## config.mk

```make
export PLATFORM = sky130hd
export DESIGN_NAME = lvlirq_hub
export DESIGN_NICKNAME = d
export VERILOG_FILES = /design/src/rtl/lvlirq_pkg.sv /design/src/rtl/lvlirq_tick.sv /design/src/rtl/lvlirq_filter.sv /design/src/rtl/lvlirq_hub.sv
export SDC_FILE = /design/constraint.sdc
export NUM_CORES = 1
export LEC_CHECK = 0
export ABC_AREA = 1
export BUFFER_PORTS_ARGS = -buffer_cell sky130_fd_sc_hd__buf_2
export CAP_MARGIN = 10
export CORE_ASPECT_RATIO = 1.2
export CORE_MARGIN = 4
export CORE_UTILIZATION = 40
export DETAILED_ROUTE_END_ITERATION = 7
export GPL_ROUTABILITY_DRIVEN = 0
export PLACE_DENSITY = 0.58
export SYNTH_ARGS = -nofsm -noshare
export SYNTH_HDL_FRONTEND = slang
export SYNTH_HIERARCHICAL = 1
export SYNTH_SLANG_ARGS = --single-unit
```

## constraint.sdc

```tcl
create_clock -name clk -period 3.7 [get_ports clk]
set_input_delay 0.37 -clock clk [delete_from_list [all_inputs] [get_ports clk]]
set_output_delay 0.37 -clock clk [all_outputs]
set_load 0.1 [all_outputs]
```

## src/rtl/lvlirq_pkg.sv

```systemverilog
package lvlirq_pkg;
  localparam int unsigned OFF_LEVEL = 32'h00;
  localparam int unsigned OFF_GATE  = 32'h04;
  localparam int unsigned OFF_POL   = 32'h14;
  localparam int unsigned OFF_ENA   = 32'h18;
  localparam int unsigned OFF_RAW   = 32'h1C;
  localparam int unsigned OFF_PEND  = 32'h20;
  localparam int unsigned OFF_CLR   = 32'h24;
  localparam int unsigned OFF_ARM   = 32'h28;
  localparam int unsigned OFF_PER   = 32'h40;

  // byte address of a line's period register
  function automatic int unsigned per_addr(input int unsigned ch);
    return OFF_PER + 4 * ch;
  endfunction

  // true when one more strobe completes the programmed window
  function automatic logic per_reached(input int unsigned cnt, input int unsigned per);
    return (cnt + 1) >= per;
  endfunction
endpackage

```

## src/rtl/lvlirq_tick.sv

```systemverilog
module lvlirq_tick #(
  parameter int unsigned CYC_PER_MS = 32000
) (
  input  logic clk,
  input  logic rst_n,
  output logic tick_o
);
  localparam int unsigned TW = $clog2(CYC_PER_MS + 1);
  localparam logic [TW-1:0] LAST = TW'(CYC_PER_MS - 1);

  logic [TW-1:0] cnt_q;

  always_ff @(posedge clk) begin
    if (!rst_n) begin
      cnt_q <= '0;
    end else if (cnt_q == LAST) begin
      cnt_q <= '0;
    end else begin
      cnt_q <= cnt_q + 1'b1;
    end
  end

  assign tick_o = (cnt_q == LAST);

  // strobe is one cycle wide when the divider exceeds 1
  assert_tick_gap_R4: assert property (@(posedge clk) disable iff (!rst_n)
    (CYC_PER_MS > 1 && tick_o) |=> !tick_o);
endmodule

```

## src/rtl/lvlirq_filter.sv

```systemverilog
module lvlirq_filter
  import lvlirq_pkg::*;
#(
  parameter int unsigned PER_W = 12
) (
  input  logic             clk,
  input  logic             rst_n,
  input  logic             tick_i,
  input  logic             gin_i,
  input  logic [PER_W-1:0] per_i,
  output logic             lvl_o
);
  logic [PER_W-1:0] cnt_q;
  logic             lvl_q;
  logic             bypass;
  logic             differ;

  assign bypass = (per_i == '0);
  assign differ = (gin_i != lvl_q);

  always_ff @(posedge clk) begin
    if (!rst_n) begin
      lvl_q <= 1'b0;
      cnt_q <= '0;
    end else if (bypass) begin
      lvl_q <= gin_i;
      cnt_q <= '0;
    end else if (!differ) begin
      cnt_q <= '0;
    end else if (tick_i) begin
      if (per_reached(32'(cnt_q), 32'(per_i))) begin
        lvl_q <= gin_i;
        cnt_q <= '0;
      end else begin
        cnt_q <= cnt_q + 1'b1;
      end
    end
  end

  assign lvl_o = lvl_q;

  // a filtered line can only move on a strobe
  assert_level_hold_R4: assert property (@(posedge clk) disable iff (!rst_n)
    (!tick_i && !bypass) |=> $stable(lvl_o));

  // an unfiltered line tracks its input one clock later
  assert_bypass_follow_R3: assert property (@(posedge clk) disable iff (!rst_n)
    bypass |=> (lvl_o == $past(gin_i)));
endmodule

```

## src/rtl/lvlirq_hub.sv

```systemverilog
module lvlirq_hub
  import lvlirq_pkg::*;
#(
  parameter int unsigned NCH        = 16,
  parameter int unsigned PER_W      = 12,
  parameter int unsigned AW         = 8,
  parameter int unsigned DW         = 16,
  parameter int unsigned CYC_PER_MS = 32000
) (
  input  logic          clk,
  input  logic          rst_n,
  input  logic [NCH-1:0] pin_i,
  input  logic [AW-1:0] addr_i,
  input  logic          wr_en_i,
  input  logic [DW-1:0] wdata_i,
  output logic [DW-1:0] rdata_o,
  output logic          irq_o
);
  logic [NCH-1:0] gate_q, pol_q, ena_q, raw_q, armed_q;
  logic [NCH-1:0] lvl, gin, set_vec, clr_vec, arm_vec, pend;
  logic [PER_W-1:0] per_q [NCH];
  logic tick;
  logic [31:0] a32;

  assign a32 = 32'(addr_i);

  lvlirq_tick #(.CYC_PER_MS(CYC_PER_MS)) u_tick (
    .clk(clk), .rst_n(rst_n), .tick_o(tick)
  );

  assign gin     = pin_i & gate_q;
  assign clr_vec = (wr_en_i && a32 == OFF_CLR) ? wdata_i[NCH-1:0] : '0;
  assign arm_vec = (wr_en_i && a32 == OFF_ARM) ? wdata_i[NCH-1:0] : '0;
  assign set_vec = armed_q & gate_q & ~(lvl ^ pol_q);
  assign pend    = raw_q & ena_q;
  assign irq_o   = |pend;

  for (genvar i = 0; i < NCH; i++) begin : g_ch
    lvlirq_filter #(.PER_W(PER_W)) u_filt (
      .clk(clk), .rst_n(rst_n), .tick_i(tick),
      .gin_i(gin[i]), .per_i(per_q[i]), .lvl_o(lvl[i])
    );

    always_ff @(posedge clk) begin
      if (!rst_n) begin
        per_q[i] <= '0;
      end else if (wr_en_i && a32 == per_addr(i)) begin
        per_q[i] <= wdata_i[PER_W-1:0];
      end
    end
  end

  always_ff @(posedge clk) begin
    if (!rst_n) begin
      gate_q  <= '0;
      pol_q   <= '0;
      ena_q   <= '0;
      raw_q   <= '0;
      armed_q <= '0;
    end else begin
      if (wr_en_i && a32 == OFF_GATE) gate_q <= wdata_i[NCH-1:0];
      if (wr_en_i && a32 == OFF_POL)  pol_q  <= wdata_i[NCH-1:0];
      if (wr_en_i && a32 == OFF_ENA)  ena_q  <= wdata_i[NCH-1:0];
      raw_q   <= set_vec | (raw_q & ~clr_vec);
      armed_q <= arm_vec | (armed_q & ~set_vec);
    end
  end

  always_comb begin
    rdata_o = '0;
    if (a32 == OFF_LEVEL) rdata_o = DW'(lvl);
    if (a32 == OFF_GATE)  rdata_o = DW'(gate_q);
    if (a32 == OFF_POL)   rdata_o = DW'(pol_q);
    if (a32 == OFF_ENA)   rdata_o = DW'(ena_q);
    if (a32 == OFF_RAW)   rdata_o = DW'(raw_q);
    if (a32 == OFF_PEND)  rdata_o = DW'(pend);
    for (int i = 0; i < NCH; i++) begin
      if (a32 == per_addr(i)) rdata_o = DW'(per_q[i]);
    end
  end

  // set beats a clear aimed at the same line
  assert_set_beats_clear_R7: assert property (@(posedge clk) disable iff (!rst_n)
    ((set_vec & clr_vec) != '0) |=> ((raw_q & $past(set_vec & clr_vec)) == $past(set_vec & clr_vec)));

  // a clear with no concurrent set empties the bit
  assert_clear_drops_R7: assert property (@(posedge clk) disable iff (!rst_n)
    ((clr_vec & ~set_vec) != '0) |=> ((raw_q & $past(clr_vec & ~set_vec)) == '0));

  // latching an event consumes the arm
  assert_disarm_on_latch_R6: assert property (@(posedge clk) disable iff (!rst_n)
    ((set_vec & ~arm_vec) != '0) |=> ((armed_q & $past(set_vec & ~arm_vec)) == '0));

  // a status bit rises only for an armed line
  assert_rise_needs_arm_R5: assert property (@(posedge clk) disable iff (!rst_n)
    ((raw_q & ~$past(raw_q)) != '0) |-> ((($past(armed_q)) & (raw_q & ~$past(raw_q))) == (raw_q & ~$past(raw_q))));
endmodule

```

==> impl_results.md <==
- Synth cell types: 38
- Yosys warning count: 6
- WP data required: 3.33 ns
- Worst r2r src: g_ch[7].u_filt/cnt_q[0]
- Tot Pwr: 12.91 mW
- Fin Setup TNS: 0 ns
- Async SR Flop Fraction: 0
- R2R depth: 15
- Count leader, synth: nand2_1
- F_max: 295.7 MHz
- Worst VDD drop: 342.1 uV
- Max_cap viols: 0
- Die W: 263.4 um
- Crit path time final: 3.382 ns
- Via count: 27669
- Clock Latency Late Sink: 0.63 ns
- CTS tree: yes
- Post-synth top cells: 1113 x nand2_1, 653 x inv_1, 428 x nor2_1
- Worst-case clock buffer depth: 3
- Vias in the first global route: 26443
- Share of the synthesized area in the top cell type: 0.1937
- Largest net degree at the start of global routing: 63
- # rows: 112
- Grt ovf: 0
- Die Span Y: 314.5 um
- Clock Pin Slew Worst Setup and Hold Paths: 0.06 ns
- Fill count: 7989
- EDFF count, synth: 192
- Startpoint types: input port
- Setup bufs post-CTS: 0
- Hold Vio Cnt, Final: 0
- Die area: 82860 sq um
- Vias per cell: 5.082
- Avg WL per Cell: 17.07 um
- Area contributors post-synth: dfxtp_1 19%, edfxtp_1 18%, nand2_1 13%, ha_1 8.3%, inv_1 7.8%
- Initial Util: 0.4034
- Multi-input gate area: 16350 sq um
- Synth Instances: 4318
- Share of post-route cells with drive strength above 1: 0.08848
- Num CTS Buffers: 56
- Worst setup EP type: output pin
- Fin. max-slew vios: 0
- CORE AREA: 77630 sq um
- Fin nets: 4623
- 1st-iter DRT viols: 2152
- Dpl hpwl: 70.21 mm
- Hold depth: 3
- Synthesized net count: 4570
- HP Start: wdata_i[12]
- Sequential fraction of the synthesis area: 0.3778
- Htree depth: 2
- Initial antenna violation count: 0
- Post-Syn Area: 31320 sq um
- Worst slew pin tran: 1.160 ns
- CTS Hold Bufs: 11
- Total power per unit cell area: 368.0 nW/um^2
- Port Buffers: 59
- 1st-pass router iterations: 6
- First-pass GRT wire length: 145.8 mm
- Yosys top cell by area: dfxtp_1
- Routed wire length: 92.93 mm
- Avg Synthesized Cell Area: 7.253 sq um
- Final worst-path cycle share: 0.9141
- Ys flop type: dfxtp_1
- Synthesized flop and latch total: 495
- CTS-repair resized insts: 0
- Leakage power: 14.99 nW
- RSZ-0062 raised after global routing: false
- RR Endpoint: g_ch[7].u_filt/cnt_q[4]
- Flip-flop and latch area: 11830 sq um
- Layout area overhead: 11.97%
- Final Skew: 0.03065 ns
- Hold Path Sink: armed_q[12]
- Relative slew margins: 0.2218
- Final setup vio count: 0
- CTS Root Buffer Type: clkbuf_16
- Hold WS: 0.04311 ns
- Drt drc: 0
- Critical Path AT: 3.01 ns
- CTS sink count: 495
- Number of diodes: 0
- Worst Hold Class: input port to register
- Worst-path fanout max: 12
- Reg-to-reg setup timing slack: 0.91 ns
- Io pins: 60
- Outcome: finished clean
- Antenna Nets Post-Route: 0
- CP Class: input port to output pin
- Total Routing Usage GR: 0.2196
-- registers in the layout (all words and copies together), names as in the netlist --
signal	count
armed_q	16
u_tick/cnt_q	15
pol_q	16
ena_q	16
g_ch.u_filt/lvl_o	16
g_ch.u_filt/cnt_q	192
per_q	192
gate_q	16
raw_q	16
-- worst max-delay path by stage --
stage               from  cells after the start     endpoint
6_report       addr_i[5]                     17   rdata_o[6]
5_1_grt        addr_i[3]                     18   rdata_o[9]
4_1_cts        addr_i[5]                     19   rdata_o[5]
3_5_place_dp   addr_i[5]                     19   rdata_o[5]
3_3_place_gp   addr_i[5]                     17   rdata_o[6]
2_1_floorplan  addr_i[1]                      6  rdata_o[13]
-- cell families after synthesis --
logic type / count (synthesis) / share of synthesized area
xor+xnor: 180 / 0.05034
compound gates: 492 / 0.08194
buf+inv: 802 / 0.1008
simple gates: 2140 / 0.3056
flops: 495 / 0.3778
fa+ha+maj: 209 / 0.08350
-- cells in the final DEF (no fill, tap or decap), types with 7 or more instances in the layout --
cell type / n
nor2_4: 21
o21a_1: 16
nand3b_1: 16
inv_2: 8
nand3_2: 33
inv_1: 653
or2_0: 8
nor3b_1: 16
a21oi_1: 372
dfxtp_1: 303
nor3_2: 33
nor2_1: 424
o21bai_1: 16
o21ai_0: 77
ha_1: 209
edfxtp_1: 192
nor3_1: 32
nand3_1: 243
nand4_1: 76
clkinv_2: 7
nor4_1: 48
or2_2: 27
dlygate4sd3_1: 11
buf_12: 7
buf_2: 54
bufinv_16: 14
nor2_2: 43
buf_4: 64
clkbuf_16: 58
clkinvlp_4: 8
xnor2_1: 66
nand2_1: 1113
xor2_1: 114
-- layout make-up --
class / count / area share
Clock buffer: 66 / 0.04339
Clock inverter: 40 / 0.01713
Inverter: 661 / 0.07075
Multi-Input combinational cell: 3021 / 0.4662
Sequential cell: 495 / 0.3374
Tap cell: 1026 / 0.03661
Timing Repair Buffer: 136 / 0.02854
-- report_power, final --
part | switching [mW] | internal (mW) | leakage (nW)
sequential | 0.178 | 5.77 | 4.26
combinational | 0.405 | 0.160 | 9.72
clock | 2.46 | 3.93 | 1.01
total | 3.04 | 9.86 | 15.0
-- metrics by stage --
step	instances	setup WS, ns	utilization	cell area [sq um]
6_report	5445	0.3178	0.4517	35070
5_1_grt	5445	0.1718	0.4517	35070
4_1_cts	5445	0.4277	0.4517	35070
3_5_place_dp	5328	0.4374	0.4230	32840
3_3_place_gp	5328	0.4446	0.4230	32840
2_1_floorplan	4318	0.4790	-	31320
-- per-layer routing --
layer | GRT usage | vias to the layer above | share of wire
met3 | 0.03072 | 222 | 0.059
met2 | 0.3784 | 846 | 0.48
met4 | 0.09296 | 0 | 0.045
li1 | - | 13948 | -
met1 | 0.2762 | 12653 | 0.42
met5 | 0 | - | 0
-- critical path, stage by stage --
cell and delay, ns:
buf_2 0.12, inv_1 0.07, nand2_1 0.07, nor2_2 0.38, nand2_1 0.43, nor2_1 0.22
nor2_1 0.07, nand4_1 0.07, nand2_1 0.07, nand4_1 0.13, nor2_1 0.07, nand4_1 0.09
nand2_1 0.09, nand4_1 0.12, nand2_1 0.11, nand3_1 0.09, buf_2 0.43
Power figures use the tool's default switching activity.
